<file path="config.mk">
export PLATFORM = sky130hd
export DESIGN_NAME = bcd_frac_accum
export DESIGN_NICKNAME = d
export VERILOG_FILES = /design/src/rtl/bcd_frac_pkg.sv /design/src/rtl/bcd_adder.sv /design/src/rtl/bcd_to_bin.sv /design/src/rtl/bcd_frac_accum.sv
export SDC_FILE = /design/constraint.sdc
export NUM_CORES = 1
export LEC_CHECK = 0
export BUFFER_PORTS_ARGS = -buffer_cell sky130_fd_sc_hd__clkbuf_2
export CAP_MARGIN = 40
export CORE_UTILIZATION = 50
export DETAILED_ROUTE_END_ITERATION = 12
export PLACE_DENSITY = 0.7
export SLEW_MARGIN = 20
export SYNTH_ARGS = -nofsm -noshare
export SYNTH_HDL_FRONTEND = slang
export SYNTH_SLANG_ARGS = --single-unit
</file>
<file path="constraint.sdc">
create_clock -name clk_i -period 11.3 [get_ports clk_i]
set_input_delay 0 -clock clk_i [delete_from_list [all_inputs] [get_ports clk_i]]
set_output_delay 0 -clock clk_i [all_outputs]
set_load 0.03 [all_outputs]
</file>
<file path="src/rtl/bcd_frac_pkg.sv">
package bcd_frac_pkg;
  localparam int unsigned DIGIT_W = 4;
  typedef logic [DIGIT_W-1:0] bcd_digit_t;
endpackage

</file>
<file path="src/rtl/bcd_adder.sv">
module bcd_adder
  import bcd_frac_pkg::*;
#(
  parameter int unsigned DIGITS = 4,
  localparam int unsigned W = DIGITS * DIGIT_W
) (
  input  logic [W-1:0] a_i,
  input  logic [W-1:0] b_i,
  output logic [W-1:0] sum_o,
  output logic         carry_o
);
  logic [DIGITS:0] c;
  assign c[0] = 1'b0;

  for (genvar g = 0; g < DIGITS; g++) begin : g_dig
    logic [DIGIT_W:0] raw;
    assign raw = {1'b0, a_i[g*DIGIT_W +: DIGIT_W]} + {1'b0, b_i[g*DIGIT_W +: DIGIT_W]}
               + {{DIGIT_W{1'b0}}, c[g]};
    assign c[g+1] = raw > 5'd9;
    assign sum_o[g*DIGIT_W +: DIGIT_W] = c[g+1] ? DIGIT_W'(raw - 5'd10) : raw[DIGIT_W-1:0];
  end

  assign carry_o = c[DIGITS];
endmodule

</file>
<file path="src/rtl/bcd_to_bin.sv">
module bcd_to_bin
  import bcd_frac_pkg::*;
#(
  parameter int unsigned DIGITS = 3,
  parameter int unsigned OUT_W  = 10,
  localparam int unsigned W = DIGITS * DIGIT_W
) (
  input  logic [W-1:0]     bcd_i,
  output logic [OUT_W-1:0] bin_o
);
  always_comb begin
    bin_o = '0;
    for (int i = DIGITS - 1; i >= 0; i--) begin
      bin_o = bin_o * OUT_W'(10) + OUT_W'(bcd_i[i*DIGIT_W +: DIGIT_W]);
    end
  end
endmodule

</file>
<file path="src/rtl/bcd_frac_accum.sv">
module bcd_frac_accum
  import bcd_frac_pkg::*;
#(
  parameter int unsigned INT_DIGITS  = 3,
  parameter int unsigned FRAC_DIGITS = 4,
  localparam int unsigned INT_W   = INT_DIGITS * DIGIT_W,
  localparam int unsigned FRAC_W  = FRAC_DIGITS * DIGIT_W,
  localparam int unsigned WORD_W  = INT_W + FRAC_W,
  localparam int unsigned RATIO_W = $clog2(10**INT_DIGITS + 1)
) (
  input  logic               clk_i,
  input  logic               rst_ni,
  input  logic               tick_i,
  input  logic               load_i,
  input  logic [WORD_W-1:0]  freq_i,
  output logic [RATIO_W-1:0] ratio_o,
  output logic               carry_o,
  output logic [FRAC_W-1:0]  residue_o
);
  logic [WORD_W-1:0]  shadow_q, word_q;
  logic               pend_q;
  logic [FRAC_W-1:0]  sum;
  logic               sum_carry;
  logic [RATIO_W-1:0] n_act, n_new;

  bcd_adder #(.DIGITS(FRAC_DIGITS)) i_add (
    .a_i    (residue_o),
    .b_i    (word_q[FRAC_W-1:0]),
    .sum_o  (sum),
    .carry_o(sum_carry)
  );

  bcd_to_bin #(.DIGITS(INT_DIGITS), .OUT_W(RATIO_W)) i_n_act (
    .bcd_i(word_q[WORD_W-1:FRAC_W]),
    .bin_o(n_act)
  );

  bcd_to_bin #(.DIGITS(INT_DIGITS), .OUT_W(RATIO_W)) i_n_new (
    .bcd_i(shadow_q[WORD_W-1:FRAC_W]),
    .bin_o(n_new)
  );

  // load lands in shadow; applied at the next frame boundary (tick)
  always_ff @(posedge clk_i or negedge rst_ni) begin
    if (!rst_ni) begin
      shadow_q  <= '0;
      word_q    <= '0;
      pend_q    <= 1'b0;
      ratio_o   <= '0;
      carry_o   <= 1'b0;
      residue_o <= '0;
    end else begin
      if (load_i) shadow_q <= freq_i;
      pend_q <= load_i | (pend_q & ~tick_i);
      if (tick_i) begin
        if (pend_q) begin
          word_q    <= shadow_q;
          residue_o <= '0;
          carry_o   <= 1'b0;
          ratio_o   <= n_new;
        end else begin
          residue_o <= sum;
          carry_o   <= sum_carry;
          ratio_o   <= n_act + RATIO_W'(sum_carry);
        end
      end
    end
  end


  hold_between_ticks_chk: assert property (@(posedge clk_i) disable iff (!rst_ni)
    !tick_i |=> $stable(residue_o) && $stable(ratio_o) && $stable(carry_o));


  carry_wrap_chk: assert property (@(posedge clk_i) disable iff (!rst_ni)
    tick_i && !pend_q |=> carry_o == (residue_o < $past(residue_o)));


  ratio_step_chk: assert property (@(posedge clk_i) disable iff (!rst_ni)
    tick_i && !pend_q |=> ratio_o == $past(n_act) + RATIO_W'(carry_o));


  apply_clear_chk: assert property (@(posedge clk_i) disable iff (!rst_ni)
    tick_i && pend_q |=> residue_o == '0 && !carry_o && ratio_o == $past(n_new));


  for (genvar g = 0; g < FRAC_DIGITS; g++) begin : g_chk
    digit_valid_chk: assert property (@(posedge clk_i) disable iff (!rst_ni)
      residue_o[g*DIGIT_W +: DIGIT_W] <= 4'd9);
  end
endmodule

</file>
==> results of run 1 <==
[what timing repair did]
item	CTS	global route
resized for setup	0	0
hold buffers	29	0
hold endpoints to repair	101	0
[layer usage]
layer  global-route usage [%]  share of wire, %  up-vias
met3                     4.45               3.2       16
li1                         -                 -     1817
met5                        0                 0        -
met2                     36.1                48       61
met4                     8.13               2.1        0
met1                     26.5                46     1774
[power groups by stage]
stage / Clock (µW) / Combinational [µW] / Sequential, µW
after global placement: 0 / 1280 / 429
after floorplan: 0 / 999 / 488
after detailed placement: 0 / 1340 / 433
after CTS: 221 / 1360 / 427
final: 214 / 1360 / 426
after global routing: 232 / 1510 / 436
[worst max-delay path: cells and delay by family (launching register included)]
kind,cells,cell delay [ns]
buf+inv,7,0.64
fa+ha+maj,9,2.87
compound gates,8,2.17
xor+xnor,5,1.06
simple gates,5,0.76
flops,1,0.37
[logic make-up after synthesis]
group                    Yosys count
XOR/XNOR                          44
adder cells (fa/ha/maj)           75
flip-flops                        84
AND/OR/NAND/NOR                   64
multiplexers                      66
AO/OA/AOI/OAI                     88
buffers and inverters             46
[cells in the final DEF (no fill, tap or decap), types with 2 or more instances in the layout]
cell type       n
dlygate4sd3_1  29
a31oi_1         2
a21o_1         18
and2_1          4
nor3b_1         4
clkbuf_1        2
clkinvlp_4      3
nand2_1        13
o2bb2ai_1      12
nand3b_1        2
buf_16          2
or2_2           2
nor2b_1         4
mux2_2         60
mux2i_1         6
nor2_1         19
clkbuf_2       57
xnor2_1        28
buf_4           2
nand2b_1        4
xor2_1         15
a21oi_1        27
ha_1           60
dfrtp_1        84
o21ai_0        15
o21a_1          2
or3_1           3
fa_1           15
inv_1          33
nand3_1         2
o211ai_1        2
clkbuf_8        9
[layout make-up]
type	count	area [µm²]	area share (%)
sequential	84	2100	33.1
inverter	33	124	1.95
clock inverter	5	61.3	0.966
timing repair buffer	90	646	10.2
clock buffer	11	131	2.07
tap	136	170	2.68
multi-input combinational	337	3110	49.1
[final timing paths]
kind	slack [ns]	endpoint	start	cells after the start
min reg2reg	0.50	carry_o	carry_o	1
max reg2reg	3.31	ratio_o[9]	residue_o[0]	34
min	0.13	shadow_q[6]	rst_ni	2
max	3.31	ratio_o[9]	residue_o[0]	34
min in group clk_i	0.21	shadow_q[6]	load_i	2
max in group asynchronous	10.56	word_q[21]	rst_ni	3
[flip-flops by register name (all words and copies together), names as in the netlist]
signal	count
ratio_o	10
carry_o	1
word_q	28
residue_o	16
pend_q	1
shadow_q	28
[through the flow]
| step | instance area [µm²] | util [%] | hold WS, ns |
|---|---|---|---|
| finish | 6350 | 61.2 | 0.126 |
| CTS | 6320 | 61.0 | 0.131 |
| detailed placement | 5840 | 56.3 | -0.00783 |
| floorplan | 5390 | - | -0.296 |
| global placement | 5810 | 56.0 | 0.232 |
| global route | 6350 | 61.2 | 0.172 |
==> flow_metrics.env, run 1 <==
export IMPL_outcome="finished, final reports clean"
export IMPL_period_minus_slack_ns=7.99
export IMPL_async_flop_share_pct=100
export IMPL_cts_setup_buffers=0
export IMPL_swShare_pct=45.4
export IMPL_combPwrFrac_pct=68.0
export IMPL_synth_area_top_cells="dfrtp_1 (39%), ha_1 (14%), mux2_2 (13%)"
export IMPL_power_density_nw_per_um2=315
export IMPL_dieWidth_um=106
export IMPL_arrival_ns=8.25
export IMPL_clkTransAtPathRegs_ns=0.09
export IMPL_vias_per_cell=5.27
export IMPL_hold_viol_final=0
export IMPL_fin_cells=696
export IMPL_cpPeakStageDelay_ns=0.45
export IMPL_synth_compound_area_share_pct=10.7
export IMPL_wl_per_cell_um=15.5
export IMPL_clock_skew_ns=0.0126
export IMPL_ant_nets=0
export IMPL_cts_sinks=84
export IMPL_ys_ff_latch=84
export IMPL_final_nets=662
export IMPL_hpwlAfterDp_um=7960
export IMPL_syn_cell_area_um2=5390
export IMPL_grt_max_degree=50
export IMPL_rsz0062_at_grt="no"
export IMPL_seqPwrFrac_pct=21.3
export IMPL_pre_cts_slack_ns=3.31
export IMPL_initial_core_util_pct=52.0
export IMPL_peakVddDrop_v=0.000125
export IMPL_vias=3668
export IMPL_finalCritPeriodShare_pct=70.7
export IMPL_synth_most_common_cell="dfrtp_1"
export IMPL_drive_above_1_share_pct=25.4
export IMPL_core_area_um2=10400
export IMPL_synthToLayoutAreaGrowth_pct=17.8
export IMPL_synth_edf_count=0
export IMPL_leakage_uw=0.00305
export IMPL_routabilityCongestion=0.806
export IMPL_yosys_area_share_simple_pct=6.55
export IMPL_required_ns=11.56
export IMPL_ys_flop_type="dfrtp_1"
export IMPL_finalMaxSlewViolations=0
export IMPL_ys_seq_area_share_pct=39.0
export IMPL_max_cap_violations=0
export IMPL_syn_num_nets=574
export IMPL_p_clk_share_pct=10.7
export IMPL_synth_commonest_cells="dfrtp_1 (84), ha_1 (60), mux2_2 (60), inv_1 (33), xnor2_1 (28)"
export IMPL_die_area_um2=11200
export IMPL_yosys_area_top_type="dfrtp_1"
export IMPL_finalSetupViolations=0
export IMPL_holdCritPathClass="input pin to asynchronous set/reset pin"
export IMPL_finalSetupTns_ns=0
export IMPL_firstDrtPassIters=4
export IMPL_placedCellCount=650
export IMPL_rows=37
export IMPL_antenna_found_initial=0
export IMPL_fill_cells=831
export IMPL_cts_made_buffers=9
export IMPL_syn_area_per_cell_um2=11.5
export IMPL_clkLatencyLatePin_ns=0.37
export IMPL_grt_pass1_vias=3874
export IMPL_remaining_drc_errors=0
export IMPL_overflow=0
export IMPL_clock_path_buffers=2
export IMPL_cts_tree="yes"
export IMPL_first_iter_violations=140
export IMPL_n_antenna_cell=0
export IMPL_crit_type="register to register"
export IMPL_synth_top_family_by_area="adder cells"
export IMPL_post_synth_xor_area_fraction_pct=7.41
export IMPL_fmax_mhz=125
export IMPL_total_power_uw=2000
export IMPL_yosysWarningCount=0
export IMPL_die_h_um=106
export IMPL_grt_usage_pct=21.3
export IMPL_relSlewSlack_pct=45.4
export IMPL_ios=59
export IMPL_yosysTopAreaCellShare_pct=39.0
export IMPL_worstSetupStartpointType="register"
export IMPL_clockRootBuffer="clkbuf_8"
export IMPL_layout_setup_ws_ns=3.31
export IMPL_netlist_instances=467
export IMPL_max_slew_worst_pin_slew_ns=0.820
export IMPL_synth_cell_types=45
export IMPL_slowest_stage="fa_1"
export IMPL_cp_end_kind="register"
export IMPL_power_internal_uw=1090
export IMPL_p_sw_uw=908
export IMPL_io_buffer_count=58
export IMPL_htreeDepth=3
export IMPL_grt_pass1_wl_um=18400
export IMPL_routed_wl_um=10800
export IMPL_crit_path_max_fanout=4
export IMPL_muxShareOfSynthArea_pct=13.7
export IMPL_synth_fa_ha_area_share_pct=19.5
(Power assumes the default switching activity.)
==> run 2: changes to the inputs <==
==> constraint.sdc (replaced) <==
create_clock -name clk_i -period 8.15 [get_ports clk_i]
set_input_delay 0 -clock clk_i [delete_from_list [all_inputs] [get_ports clk_i]]
set_output_delay 0 -clock clk_i [all_outputs]
set_load 0.03 [all_outputs]
==> run 2 against run 1 <==
Compared with the run above: sequential share of layout area is 0.14 points lower; die area stayed put; cell count is 0.29% lower; via count is 0.19% higher; critical path depth stayed put; global-route usage is 0.30 points lower; non-clock buffer count stayed put; flip-flop and latch count stayed put; worst hold slack better by 0.014 ns.
==> flow_metrics.env, run 2 (synthesized netlist as in run 1, its figures left out) <==
export IMPL_clock_skew_ns=0.0142
export IMPL_routabilityCongestion=0.808
export IMPL_top_regs="shadow_q: 28 flops, word_q: 28 flops, residue_o: 16 flops"
export IMPL_htreeDepth=3
export IMPL_reg2reg_slack_ns=0.55
export IMPL_relSlewSlack_pct=47.3
export IMPL_multi_input_area_um2=3120
export IMPL_hold_viol_final=0
export IMPL_hpwlAfterDp_um=7890
export IMPL_grt_max_degree=52
export IMPL_cp_top_family="adder cells"
export IMPL_slowest_stage="fa_1"
export IMPL_cts_setup_buffers=0
export IMPL_firstDrtPassIters=4
export IMPL_ios=59
export IMPL_routed_wl_um=10900
export IMPL_crit_path_max_fanout=4
export IMPL_post_dp_cell_area_um2=5840
export IMPL_grt_usage_pct=21.0
export IMPL_cts_made_buffers=9
export IMPL_finalSetupTns_ns=0
export IMPL_initial_core_util_pct=52.0
export IMPL_reg2regPathDepth=34
export IMPL_r2r_end="ratio_o[9]"
export IMPL_period_minus_slack_ns=7.60
export IMPL_required_ns=8.39
export IMPL_combPwrFrac_pct=67.3
export IMPL_fill_cells=855
export IMPL_power_density_nw_per_um2=441
export IMPL_grt_pass1_vias=3875
export IMPL_rsz0062_at_grt="no"
export IMPL_regArea_um2=2100
export IMPL_swShare_pct=44.7
export IMPL_overflow=0
export IMPL_finalMaxSlewViolations=0
export IMPL_final_nets=662
export IMPL_seqPwrFrac_pct=21.1
export IMPL_cts_sinks=84
export IMPL_clkLatencyLatePin_ns=0.35
export IMPL_vias_per_cell=5.30
export IMPL_cp_end_kind="register"
export IMPL_grt_pass1_wl_um=18400
export IMPL_max_cap_violations=0
export IMPL_crit_type="register to register"
export IMPL_vias=3675
export IMPL_p_clk_share_pct=11.7
export IMPL_antenna_found_initial=0
export IMPL_outcome="finished, final reports clean"
export IMPL_reg2reg_from="residue_o[0]"
export IMPL_clock_path_buffers=2
export IMPL_rows=37
export IMPL_core_area_um2=10400
export IMPL_whs_ns=0.140
export IMPL_cp_num_buf_inv=7
export IMPL_finalSetupViolations=0
export IMPL_drive_above_1_share_pct=25.8
export IMPL_p_sw_uw=1260
export IMPL_arrival_ns=7.84
export IMPL_worstSetupStartpointType="register"
export IMPL_finalCritPeriodShare_pct=93.2
export IMPL_stdcell_area_um2=6370
export IMPL_synthToLayoutAreaGrowth_pct=18.3
export IMPL_die_h_um=106
export IMPL_leakage_uw=0.00308
export IMPL_ant_nets=0
export IMPL_cpPeakStageDelay_ns=0.45
export IMPL_cp_depth=34
export IMPL_layout_commonest_cell="dfrtp_1"
export IMPL_peakVddDrop_v=0.000207
export IMPL_die_area_um2=11200
export IMPL_first_iter_violations=139
export IMPL_power_internal_uw=1550
export IMPL_max_slew_worst_pin_slew_ns=0.790
export IMPL_io_buffer_count=58
export IMPL_dieWidth_um=106
export IMPL_cts_tree="yes"
export IMPL_clockRootBuffer="clkbuf_8"
export IMPL_holdCritPathClass="input pin to asynchronous set/reset pin"
export IMPL_n_antenna_cell=0
export IMPL_fmax_mhz=132
export IMPL_clkTransAtPathRegs_ns=0.09
export IMPL_wl_per_cell_um=15.7
export IMPL_layout_common_cells="dfrtp_1 (84), mux2_2 (60), ha_1 (60)"
export IMPL_remaining_drc_errors=0
run 2: cell types whose count changed in the layout (fill, tap and decap cells not counted), sizes merged:
cell,change
clkinvlp,-3
clkbuf,-1
clkinv,+1
bufinv,+1
run 2: power by group through the flow:
stage          Sequential, µW  Combinational [µW]  Clock [µW]
2_1_floorplan             677                1380           0
3_3_place_gp              595                1770           0
3_5_place_dp              601                1850           0
4_1_cts                   593                1880         334
5_1_grt                   604                2110         350
6_report                  591                1890         329
run 2: area by class of cell:
class | instances | area share (%)
multi-input cells | 337 | 49.0
flip-flops and latches | 84 | 33.0
repair buffers | 90 | 10.1
well taps | 136 | 2.67
clock buffers | 10 | 2.16
inverters | 33 | 1.94
clock inverters | 4 | 1.16
run 2: worst reg2reg max path: cells and delay by family (launching register included):
kind | cells | cell delay, ns
AO/OA/AOI/OAI | 8 | 1.81
flip-flops | 1 | 0.39
adder cells (fa/ha/maj) | 9 | 2.79
XOR/XNOR | 5 | 1.04
AND/OR/NAND/NOR | 5 | 0.83
buffers and inverters | 7 | 0.61
run 2: timing repair:
item / in CTS / in global routing
endpoints found under the setup margin: 0 / 6
endpoints found under the hold margin: 61 / 0
hold buffers: 29 / 0
gates resized for setup: 0 / 4
run 2: how the worst max path moves through the flow:
| stage | from | slack [ns] | to |
|---|---|---|---|
| after floorplan | residue_o[0] | 0.78 | ratio_o[9] |
| after global placement | residue_o[0] | 0.59 | ratio_o[9] |
| after detailed placement | residue_o[0] | 0.21 | ratio_o[9] |
| after CTS | residue_o[0] | 0.16 | ratio_o[9] |
| after global routing | residue_o[0] | 0.0007 | ratio_o[9] |
| final | residue_o[0] | 0.55 | ratio_o[9] |
run 2: layer usage:
layer / GRT usage [%] / share of wire [%]
met1: 27.1 / 47
met2: 36.0 / 49
met3: 3.34 / 2.6
met4: 6.65 / 1.5
met5: 0 / 0
run 2: per-stage QoR:
stage               std cells  power (µW)  utilization (%)  worst slack, ns
finish                    694        2810             61.5            0.550
detailed placement        650        2450             56.3            0.206
global placement          649        2370             56.0            0.589
global route              694        3060             61.5         0.000733
CTS                       693        2810             61.1            0.161
floorplan                 467        2060                -            0.777
==> run 3: changes to the inputs <==
==> constraint.sdc (replaced) <==
create_clock -name clk_i -period 8.15 [get_ports clk_i]
set_input_delay 1.2225 -clock clk_i [delete_from_list [all_inputs] [get_ports clk_i]]
set_output_delay 1.2225 -clock clk_i [all_outputs]
set_load 0.03 [all_outputs]
==> run 3 against run 2 <==
Compared with the run above: wire length is 3.9% lower; worst hold slack better by 0.37 ns; first-iteration DRC count is 5.8% lower; clock power hardly changed; final area is 4.6% lower; non-clock buffer count is 29 lower; die area stayed put; combinational power hardly changed; flip-flop and latch count stayed put; clock skew is 0.0017 ns lower; sequential share of layout area is 1.6 points higher.
==> flow_metrics.env, run 3 (synthesized netlist as in run 1, its figures left out) <==
export IMPL_cp_num_buf_inv=7
export IMPL_ant_nets=0
export IMPL_final_nets=633
export IMPL_initial_core_util_pct=52.0
export IMPL_rsz0062_at_grt="no"
export IMPL_max_cap_violations=0
export IMPL_rows=37
export IMPL_grt_pass1_vias=3768
export IMPL_ios=59
export IMPL_cp_depth=34
export IMPL_hold_viol_final=0
export IMPL_combPwrFrac_pct=67.2
export IMPL_wl_per_cell_um=15.7
export IMPL_arrival_ns=7.85
export IMPL_finalSetupTns_ns=0
export IMPL_relSlewSlack_pct=47.2
export IMPL_grt_pass1_wl_um=17900
export IMPL_cp_end_kind="register"
export IMPL_cts_sinks=84
export IMPL_fmax_mhz=132
export IMPL_htreeDepth=3
export IMPL_vias_per_cell=5.36
export IMPL_power_internal_uw=1540
export IMPL_dieWidth_um=106
export IMPL_worstSetupStartpointType="register"
export IMPL_slowest_stage="fa_1"
export IMPL_cts_setup_buffers=0
export IMPL_p_clk_share_pct=11.7
export IMPL_cp_startpoint="residue_o[0]"
export IMPL_p_sw_uw=1250
export IMPL_clkTransAtPathRegs_ns=0.09
export IMPL_routed_wl_um=10500
export IMPL_hold_buffers=0
export IMPL_cpPeakStageDelay_ns=0.45
export IMPL_firstDrtPassIters=4
export IMPL_first_iter_violations=131
export IMPL_whs_ns=0.506
export IMPL_outcome="finished, final reports clean"
export IMPL_crit_end="ratio_o[9]"
export IMPL_reg2regPathDepth=34
export IMPL_antenna_found_initial=0
export IMPL_finalSetupViolations=0
export IMPL_io_buffer_count=58
export IMPL_swShare_pct=44.8
export IMPL_vias=3567
export IMPL_max_slew_worst_pin_slew_ns=0.793
export IMPL_top_regs="shadow_q: 28 flops, word_q: 28 flops, residue_o: 16 flops"
export IMPL_n_antenna_cell=0
export IMPL_reg2reg_slack_ns=0.55
export IMPL_routabilityCongestion=0.808
export IMPL_reg2reg_from="residue_o[0]"
export IMPL_seqPwrFrac_pct=21.1
export IMPL_layout_common_cells="dfrtp_1 (84), mux2_2 (60), ha_1 (60)"
export IMPL_overflow=0
export IMPL_leakage_uw=0.00296
export IMPL_finalMaxSlewViolations=0
export IMPL_power_density_nw_per_um2=460
export IMPL_clockRootBuffer="clkbuf_8"
export IMPL_die_h_um=106
export IMPL_die_area_um2=11200
export IMPL_core_area_um2=10400
export IMPL_cts_tree="yes"
export IMPL_finalCritPeriodShare_pct=93.3
export IMPL_clock_path_buffers=2
export IMPL_cp_top_family="adder cells"
export IMPL_crit_type="register to register"
export IMPL_required_ns=8.39
export IMPL_layout_commonest_cell="dfrtp_1"
export IMPL_peakVddDrop_v=0.000206
export IMPL_crit_path_max_fanout=4
export IMPL_r2r_end="ratio_o[9]"
export IMPL_clock_skew_ns=0.0125
export IMPL_drive_above_1_share_pct=27.2
export IMPL_hpwlAfterDp_um=7890
export IMPL_synthToLayoutAreaGrowth_pct=12.9
export IMPL_remaining_drc_errors=0
export IMPL_cts_made_buffers=9
export IMPL_post_cts_resized=0
export IMPL_period_minus_slack_ns=7.60
export IMPL_grt_usage_pct=20.3
export IMPL_grt_max_degree=52
export IMPL_clkLatencyLatePin_ns=0.35
export IMPL_holdCritPathClass="register to register"
-- run 3: changes by cell type in the layout (fill, tap and decap cells not counted) --
cell	previous run	this run
dlygate4sd3_1	29	0
-- run 3: final cells by class --
class | count | area [µm²]
inverters | 33 | 124
well taps | 136 | 170
fillers | 888 | 4290
flip-flops and latches | 84 | 2100
multi-input cells | 337 | 3120
clock inverters | 4 | 73.8
clock buffers | 10 | 138
repair buffers | 61 | 355
-- run 3: through the flow --
step / instances / cell area [µm²] / setup WS [ns] / total power (µW) / util, %
global route: 665 / 6080 / 0.000732 / 3050 / 58.7
floorplan: 467 / 5390 / 0.777 / 2060 / -
detailed placement: 650 / 5840 / 0.206 / 2450 / 56.3
CTS: 664 / 6050 / 0.161 / 2800 / 58.3
global placement: 649 / 5810 / 0.589 / 2370 / 56.0
finish: 665 / 6080 / 0.548 / 2800 / 58.7
-- run 3: worst min-delay path by stage --
stage	from	to	slack (ns)	cells after the start
floorplan	shadow_q[0]	shadow_q[0]	0.48	1
global placement	carry_o	carry_o	0.48	1
detailed placement	shadow_q[8]	word_q[8]	0.49	1
CTS	shadow_q[8]	word_q[8]	0.51	1
global route	carry_o	carry_o	0.53	1
finish	shadow_q[8]	word_q[8]	0.51	1
-- run 3: routing by layer --
layer | vias up | part of all wire, % | global-route usage, % | routed length [µm]
met3 | 15 | 2.6 | 3.59 | 267
met2 | 49 | 48 | 34.0 | 5040
met4 | 0 | 1.5 | 6.75 | 159
met5 | - | 0 | 0 | 0
met1 | 1751 | 48 | 26.6 | 5000
li1 | 1752 | - | - | -
-- run 3: power groups by stage --
stage | clock network [µW] | registers [µW] | logic [µW]
6_report | 328 | 591 | 1880
5_1_grt | 350 | 604 | 2090
4_1_cts | 334 | 593 | 1870
3_5_place_dp | 0 | 601 | 1850
3_3_place_gp | 0 | 595 | 1770
2_1_floorplan | 0 | 677 | 1380
